$ cat config.mk
export PLATFORM = sky130hd
export DESIGN_NAME = tdma_seq
export DESIGN_NICKNAME = d
export VERILOG_FILES = /design/src/rtl/tdma_pkg.sv /design/src/rtl/tdma_corr_unit.sv /design/src/rtl/tdma_slot_counter.sv /design/src/rtl/tdma_radio_ctl.sv /design/src/rtl/tdma_seq.sv
export SDC_FILE = /design/constraint.sdc
export NUM_CORES = 1
export LEC_CHECK = 0
export BUFFER_PORTS_ARGS = -buffer_cell sky130_fd_sc_hd__buf_2
export CORE_ASPECT_RATIO = 1.5
export CORE_MARGIN = 10
export CORE_UTILIZATION = 55
export DETAILED_ROUTE_END_ITERATION = 12
export HOLD_SLACK_MARGIN = 0.02
export PLACE_DENSITY = 0.73
export RECOVER_POWER = 50
export SYNTH_ARGS = -nofsm -noshare
export SYNTH_HDL_FRONTEND = slang
export SYNTH_HIERARCHICAL = 1
export SYNTH_SLANG_ARGS = --single-unit
$ cat constraint.sdc
create_clock -name clk -period 7.6 [get_ports clk]
set_clock_uncertainty 0.05 [all_clocks]
set_input_delay 0.76 -clock clk [delete_from_list [all_inputs] [get_ports clk]]
set_output_delay 0.76 -clock clk [all_outputs]
set_load 0.02 [all_outputs]
$ cat src/rtl/tdma_pkg.sv
package tdma_pkg;

  typedef enum logic [1:0] {
    SK_SLEEP = 2'd0,
    SK_RX    = 2'd1,
    SK_TX    = 2'd2
  } slot_kind_e;

endpackage

$ cat src/rtl/tdma_corr_unit.sv
// Holds the pending signed correction and produces the clamped forward skip
// or backward hold amounts used at the entry into the first sleep slot.
module tdma_corr_unit #(
  parameter int CYC_W  = 12,
  parameter int CORR_W = CYC_W + 1
) (
  input  logic                     clk,
  input  logic                     rst,
  input  logic                     corr_valid,
  input  logic signed [CORR_W-1:0] corr_value,
  input  logic                     consume,
  input  logic [CYC_W-1:0]         slot_len,
  output logic [CYC_W-1:0]         skip_cyc,
  output logic [CYC_W-1:0]         hold_cyc
);

  localparam int MAG_W = CORR_W + 1;

  logic                     pend_q;
  logic signed [CORR_W-1:0] corr_q;
  logic [MAG_W-1:0]         mag;
  logic [MAG_W-1:0]         lim;
  logic [MAG_W-1:0]         clamped;
  logic                     neg;

  always_ff @(posedge clk) begin
    if (rst) begin
      pend_q <= 1'b0;
      corr_q <= '0;
    end else if (corr_valid) begin
      pend_q <= 1'b1;
      corr_q <= corr_value;
    end else if (consume) begin
      pend_q <= 1'b0;
    end
  end

  always_comb begin
    neg     = corr_q[CORR_W-1];
    lim     = {{(MAG_W-CYC_W){1'b0}}, slot_len} - 1'b1;
    mag     = neg ? (~{1'b1, corr_q} + 1'b1) : {1'b0, corr_q};
    clamped = (mag > lim) ? lim : mag;
    skip_cyc = (pend_q && !neg) ? clamped[CYC_W-1:0] : '0;
    hold_cyc = (pend_q &&  neg) ? clamped[CYC_W-1:0] : '0;
  end

endmodule

$ cat src/rtl/tdma_slot_counter.sv
// Cycle-within-slot and slot-within-frame counters, with the once-per-frame
// correction applied when the first sleep slot is entered.
module tdma_slot_counter #(
  parameter int CYC_W  = 12,
  parameter int SLOT_W = 6
) (
  input  logic              clk,
  input  logic              rst,
  input  logic [CYC_W-1:0]  cfg_slot_len,
  input  logic [SLOT_W-1:0] cfg_frame_slots,
  input  logic [SLOT_W-1:0] cfg_active_slots,
  input  logic [CYC_W-1:0]  skip_cyc,
  input  logic [CYC_W-1:0]  hold_cyc,
  output logic              enter_sleep,
  output logic              frame_wrap,
  output logic [SLOT_W-1:0] slot_q,
  output logic [SLOT_W-1:0] slot_n,
  output logic [CYC_W-1:0]  cyc_n
);

  logic [CYC_W-1:0] cyc_q;
  logic [CYC_W-1:0] stall_q;
  logic [CYC_W-1:0] stall_n;
  logic [CYC_W-1:0] last_cyc;
  logic             slot_end;
  logic             has_sleep;

  always_comb begin
    last_cyc    = cfg_slot_len - 1'b1;
    slot_end    = (stall_q == '0) && (cyc_q >= last_cyc);
    frame_wrap  = slot_end && (slot_q >= cfg_frame_slots - 1'b1);
    has_sleep   = (cfg_active_slots != '0) && (cfg_active_slots < cfg_frame_slots);
    enter_sleep = slot_end && has_sleep && (slot_q == cfg_active_slots - 1'b1);

    slot_n  = slot_q;
    cyc_n   = cyc_q;
    stall_n = stall_q;
    if (stall_q != '0) begin
      stall_n = stall_q - 1'b1;
    end else if (slot_end) begin
      cyc_n  = '0;
      slot_n = frame_wrap ? '0 : slot_q + 1'b1;
      if (enter_sleep) begin
        cyc_n   = skip_cyc;
        stall_n = hold_cyc;
      end
    end else begin
      cyc_n = cyc_q + 1'b1;
    end
  end

  always_ff @(posedge clk) begin
    if (rst) begin
      slot_q  <= '0;
      cyc_q   <= '0;
      stall_q <= '0;
    end else begin
      slot_q  <= slot_n;
      cyc_q   <= cyc_n;
      stall_q <= stall_n;
    end
  end

  AST_SLOT_IN_FRAME: assert property (@(posedge clk) disable iff (rst)
    slot_q < cfg_frame_slots);

  AST_SLOT_STEP: assert property (@(posedge clk) disable iff (rst)
    (slot_q != $past(slot_q)) |-> ((slot_q == $past(slot_q) + 1'b1) || (slot_q == '0)));

  AST_CYC_IN_SLOT: assert property (@(posedge clk) disable iff (rst)
    cyc_q < cfg_slot_len);

  AST_HOLD_ONLY_SLEEP: assert property (@(posedge clk) disable iff (rst)
    (stall_q != '0) |-> ((slot_q == cfg_active_slots) && (cyc_q == '0)));

endmodule

$ cat src/rtl/tdma_radio_ctl.sv
// Decodes the upcoming slot position into registered slot kind and radio
// controls, so every output changes together with the slot counter.
module tdma_radio_ctl
  import tdma_pkg::*;
#(
  parameter int CYC_W  = 12,
  parameter int SLOT_W = 6
) (
  input  logic              clk,
  input  logic              rst,
  input  logic [CYC_W-1:0]  cfg_slot_len,
  input  logic [SLOT_W-1:0] cfg_active_slots,
  input  logic [SLOT_W-1:0] cfg_tx_slot,
  input  logic [CYC_W-1:0]  cfg_guard,
  input  logic [CYC_W-1:0]  cfg_turnaround,
  input  logic [SLOT_W-1:0] slot_n,
  input  logic [CYC_W-1:0]  cyc_n,
  input  logic              enter_sleep,
  input  logic              frame_wrap,
  output logic              frame_start,
  output logic              active,
  output logic              active_done,
  output logic [1:0]        slot_kind,
  output logic              radio_rx_en,
  output logic              radio_tx_en,
  output logic              tx_permit
);

  localparam int EXT_W = CYC_W + 1;

  slot_kind_e       kind_n;
  logic             tx_valid;
  logic             in_active;
  logic [EXT_W-1:0] cyc_ext;
  logic [EXT_W-1:0] len_ext;
  logic             turn_ok;
  logic             guard_ok;

  always_comb begin
    tx_valid  = cfg_tx_slot < cfg_active_slots;
    in_active = slot_n < cfg_active_slots;
    if (tx_valid && (slot_n == cfg_tx_slot)) begin
      kind_n = SK_TX;
    end else if (in_active) begin
      kind_n = SK_RX;
    end else begin
      kind_n = SK_SLEEP;
    end
    cyc_ext  = {1'b0, cyc_n};
    len_ext  = {1'b0, cfg_slot_len};
    turn_ok  = (cyc_n >= cfg_turnaround) && ((cyc_ext + {1'b0, cfg_turnaround}) < len_ext);
    guard_ok = (cyc_n >= cfg_guard) && ((cyc_ext + {1'b0, cfg_guard}) < len_ext);
  end

  always_ff @(posedge clk) begin
    if (rst) begin
      frame_start <= 1'b0;
      active      <= 1'b0;
      active_done <= 1'b0;
      slot_kind   <= SK_SLEEP;
      radio_rx_en <= 1'b0;
      radio_tx_en <= 1'b0;
      tx_permit   <= 1'b0;
    end else begin
      frame_start <= frame_wrap;
      active      <= in_active;
      active_done <= enter_sleep;
      slot_kind   <= kind_n;
      radio_rx_en <= (kind_n == SK_RX);
      radio_tx_en <= (kind_n == SK_TX) && turn_ok;
      tx_permit   <= (kind_n == SK_TX) && guard_ok;
    end
  end

  AST_RADIO_EXCL: assert property (@(posedge clk) disable iff (rst)
    !(radio_rx_en && radio_tx_en));

  AST_PERMIT_INSIDE: assert property (@(posedge clk) disable iff (rst)
    tx_permit |-> radio_tx_en);

  AST_SLEEP_QUIET: assert property (@(posedge clk) disable iff (rst)
    !active |-> (!radio_rx_en && !radio_tx_en && !tx_permit));

  AST_DONE_IN_SLEEP: assert property (@(posedge clk) disable iff (rst)
    active_done |-> !active);

  AST_TX_NEEDS_VALID: assert property (@(posedge clk) disable iff (rst)
    (slot_kind == SK_TX) |-> (cfg_tx_slot < cfg_active_slots));

endmodule

$ cat src/rtl/tdma_seq.sv
module tdma_seq #(
  parameter int CYC_W  = 12,
  parameter int SLOT_W = 6,
  parameter int CORR_W = CYC_W + 1
) (
  input  logic                     clk,
  input  logic                     rst,
  input  logic [CYC_W-1:0]         cfg_slot_len,
  input  logic [SLOT_W-1:0]        cfg_frame_slots,
  input  logic [SLOT_W-1:0]        cfg_active_slots,
  input  logic [SLOT_W-1:0]        cfg_tx_slot,
  input  logic [CYC_W-1:0]         cfg_guard,
  input  logic [CYC_W-1:0]         cfg_turnaround,
  input  logic                     corr_valid,
  input  logic signed [CORR_W-1:0] corr_value,
  output logic [SLOT_W-1:0]        slot_num,
  output logic                     frame_start,
  output logic                     active,
  output logic                     active_done,
  output logic [1:0]               slot_kind,
  output logic                     radio_rx_en,
  output logic                     radio_tx_en,
  output logic                     tx_permit
);

  logic [CYC_W-1:0]  skip_cyc;
  logic [CYC_W-1:0]  hold_cyc;
  logic              enter_sleep;
  logic              frame_wrap;
  logic [SLOT_W-1:0] slot_n;
  logic [CYC_W-1:0]  cyc_n;

  tdma_corr_unit #(.CYC_W(CYC_W), .CORR_W(CORR_W)) u_corr (
    .clk        (clk),
    .rst        (rst),
    .corr_valid (corr_valid),
    .corr_value (corr_value),
    .consume    (enter_sleep),
    .slot_len   (cfg_slot_len),
    .skip_cyc   (skip_cyc),
    .hold_cyc   (hold_cyc)
  );

  tdma_slot_counter #(.CYC_W(CYC_W), .SLOT_W(SLOT_W)) u_cnt (
    .clk              (clk),
    .rst              (rst),
    .cfg_slot_len     (cfg_slot_len),
    .cfg_frame_slots  (cfg_frame_slots),
    .cfg_active_slots (cfg_active_slots),
    .skip_cyc         (skip_cyc),
    .hold_cyc         (hold_cyc),
    .enter_sleep      (enter_sleep),
    .frame_wrap       (frame_wrap),
    .slot_q           (slot_num),
    .slot_n           (slot_n),
    .cyc_n            (cyc_n)
  );

  tdma_radio_ctl #(.CYC_W(CYC_W), .SLOT_W(SLOT_W)) u_radio (
    .clk              (clk),
    .rst              (rst),
    .cfg_slot_len     (cfg_slot_len),
    .cfg_active_slots (cfg_active_slots),
    .cfg_tx_slot      (cfg_tx_slot),
    .cfg_guard        (cfg_guard),
    .cfg_turnaround   (cfg_turnaround),
    .slot_n           (slot_n),
    .cyc_n            (cyc_n),
    .enter_sleep      (enter_sleep),
    .frame_wrap       (frame_wrap),
    .frame_start      (frame_start),
    .active           (active),
    .active_done      (active_done),
    .slot_kind        (slot_kind),
    .radio_rx_en      (radio_rx_en),
    .radio_tx_en      (radio_tx_en),
    .tx_permit        (tx_permit)
  );

endmodule

==> flow_summary.yaml <==
global_routing:
  gr-usage-all-layers_pct: 20.9
  grt_antenna_before_repair: 0
  grt-ovfl-total: 0
  grt_pass1_vias: 6662
  grt_max_degree: 50
  grt_pass1_wl_um: 31000
clock_network:
  holdBufCountCts: 0
  cts_resized: 0
  cts.sinks: 51
  cts_made_buffers: 5
  cts.htree.levels: 2
  clk_pin_slew_ns: 0.07
  clock_latency_ns: 0.31
  cts_root_buffer: "clkbuf_16"
  cts_setup_buffers: 0
  clockBufferDepth: 2
  tritoncts: "done"
cells_and_area:
  drive_above_1_share_pct: 14.0
  nets: 1149
  stdcell_count: 1108
  antenna_cells: 0
  area_growth_syn_to_layout_pct: 10.0
pwr:
  p_clk_share_pct: 14.1
  leakage_nw: 3.54
  irDropWorstVdd_uv: 224
  p_per_area_nw_per_um2: 223
  intPower_w: 0.000891
  switchingPower_w: 0.000819
  pwr-share-comb_pct: 64.5
  swShare_pct: 47.9
  power_frac_seq_pct: 21.5
  power_w: 0.00171
job:
  max_cap_viol_count: 1
placed_design:
  pre_cts_ws_ns: 0.252
  port-buffer-count: 83
  dp_hpwl_um: 15700
  place.gp.congestion: 0.912
  dp_cells: 1100
route:
  post_drt_wl_per_cell_um: 17.1
  drt.antenna.violating_nets: 0
  drc: 0
  wl_um: 19000
  viasPerCell: 5.92
  vias: 6554
  drtIter0Drc: 391
  drtPass1Iterations: 4
setup_path:
  worstPathRequired_ns: 7.77
  reg2reg_from: "u_corr/corr_q[0]"
  reg2reg_depth: 25
  path_class: "input port to flip-flop"
  regToRegSetupSlack_ns: 0.67
  worstReg2RegEnd: "u_radio/tx_permit"
  crit_arrival_ns: 7.24
  crit_path_end_kind: "flip-flop"
  start_kind: "input port"
  cp_max_fo: 14
floorplan:
  die_w_um: 112
  dieArea_sq_um: 17700
  core_sq_um: 12400
  start_util_pct: 56.0
  die-height_um: 158
  rows: 50
  pin_count: 84
run_status:
  status: "complete, but fails checks"
  violations: "max-capacitance violations, max-slew violations"
sta:
  setup_ws_ns: 0.528
  fin_crit_sh_pct: 93.0
  hold_viol_final: 0
  finalCriticalPeriod_ns: 7.07
  grt_setup_unrepaired: "no"
  relSlewSlack_pct: -52.9
  slew_viol_final: 50
  worst_pin_slew_ns: 2.29
  max_freq_mhz: 141
  finalSetupTns_ns: 0
  setup_violations: 0
logic_synthesis:
  syn-num-nets: 1070
  synth_edf_count: 0
  synth_most_common_cell: "ha_1"
  post-synth-top-area-cell: "ha_1"
  synthArstFlopShare_pct: 0
  yosysSeqAreaShare_pct: 14.6
  yosys_register_bits: 51
  yosysTopAreaCellShare_pct: 22.6
  synth_cell_types: 78
  synth.area.top_cells: "ha_1, dfxtp_1, xnor2_1"
  synth_area_sq_um: 6970
  syn-instance-count: 872
  synth_area_per_cell_sq_um: 8.00
  synthTopCellsByCount: "ha_1, inv_1, nor2_1"
  yosysWarnings: 6
  synth-main-ff-cell: "dfxtp_1"
min_path:
  holdPathEnd: "u_cnt/stall_q[8]"
  hp-class: "flip-flop to flip-flop"
  hold_depth: 2
  hold_start: "u_cnt/stall_q[8]"
metrics by stage:
step           cell area [sq um]  hold slack, ns  utilization [%]
3_3_place_gp                7550           0.448             60.6
4_1_cts                     7700           0.473             61.9
3_5_place_dp                7550           0.460             60.6
5_1_grt                     7670           0.513             61.6
6_report                    7670           0.468             61.6
2_1_floorplan               6970           0.428                -
layout by cell type (no fill, tap or decap), types with 6 or more instances in the layout:
master	n
mux2i_1	16
nor3_1	31
a221oi_1	7
xor2_1	24
nand2_1	54
a211oi_2	16
dfxtp_1	51
nand4_1	8
a211oi_1	22
nand2b_1	14
inv_1	89
clkbuf_1	18
nor4_1	12
buf_2	68
buf_4	10
nor2b_1	16
a21oi_1	54
a31oi_1	10
nand3_1	21
o21ai_1	6
xnor2_1	49
a21o_1	12
ha_1	126
nor2_1	68
or3_1	9
o211ai_1	7
o21ai_0	19
o21bai_1	7
worst max-delay path, cell delays in order:
cell and delay (ns):
buf_2 0.16, inv_1 0.12, ha_1 0.19, or3b_2 0.51, nor3_2 0.26, nand2_1 0.11
ha_1 0.33, nand4_2 0.16, or4_1 0.79, o21ai_2 0.27, a211oi_1 0.14, a221oi_1 0.35
nor2_1 0.17, ha_1 0.31, nand2b_1 0.17, a221oi_1 0.43, o22ai_1 0.16, o21bai_1 0.33
a311oi_1 0.17, xnor2_1 0.15, ha_1 0.29, nor2b_1 0.13, a2111o_1 0.27, a211o_1 0.27
a311oi_1 0.22
worst max-delay path by stage:
stage                    startpoint                 to
finish              cfg_slot_len[0]  u_radio/tx_permit
CTS                 cfg_slot_len[0]  u_radio/tx_permit
floorplan           cfg_slot_len[0]  u_radio/tx_permit
detailed placement  cfg_slot_len[0]  u_radio/tx_permit
global placement    cfg_slot_len[0]  u_radio/tx_permit
global route        cfg_slot_len[0]  u_radio/tx_permit
sequential cells by signal (all words and copies together) (netlist names):
signal and count:
u_cnt/cyc_q 12, u_cnt/slot_q 6, u_cnt/stall_q 12, u_corr/corr_q 13, u_corr/pend_q 1, u_radio/active 1, u_radio/active_done 1, u_radio/frame_start 1
u_radio/radio_rx_en 1, u_radio/radio_tx_en 1, u_radio/slot_kind 1, u_radio/tx_permit 1
per-layer routing:
metal	global-route usage, %	share of wire [%]	wire (um)	vias to the layer above
met2	37.7	50	9500	164
met3	3.14	4.2	790	51
met1	22.0	40	7550	3018
met4	13.9	6.1	1170	0
li1	-	-	-	3321
met5	0	0	0	-
cell families (layout without fill, tap and decap cells):
logic type,after synthesis,in the layout,synth area share (%)
simple gates,273,273,21.0
compound gates,216,216,22.9
fa+ha+maj,128,128,23.2
buf+inv,114,194,6.84
xor+xnor,73,73,9.17
flops,51,51,14.6
mux,16,16,2.30
other cells,1,1,0.0538
power by group through the flow:
stage / Sequential, W / Combinational, W / Clock, W
after floorplan: 0.000356 / 0.000830 / 0
after global placement: 0.000371 / 0.00108 / 0
after detailed placement: 0.000370 / 0.00109 / 0
after CTS: 0.000365 / 0.00110 / 0.000245
after global routing: 0.000374 / 0.00124 / 0.000256
final: 0.000367 / 0.00110 / 0.000240
cell type report:
type | instances | area [sq um]
flip-flops and latches | 51 | 1020
inverters | 90 | 340
multi-input cells | 707 | 5480
clock buffers | 5 | 125
clock inverters | 3 | 27.5
well taps | 156 | 195
fillers | 1199 | 4780
repair buffers | 96 | 483
Power figures use the tool's default switching activity.
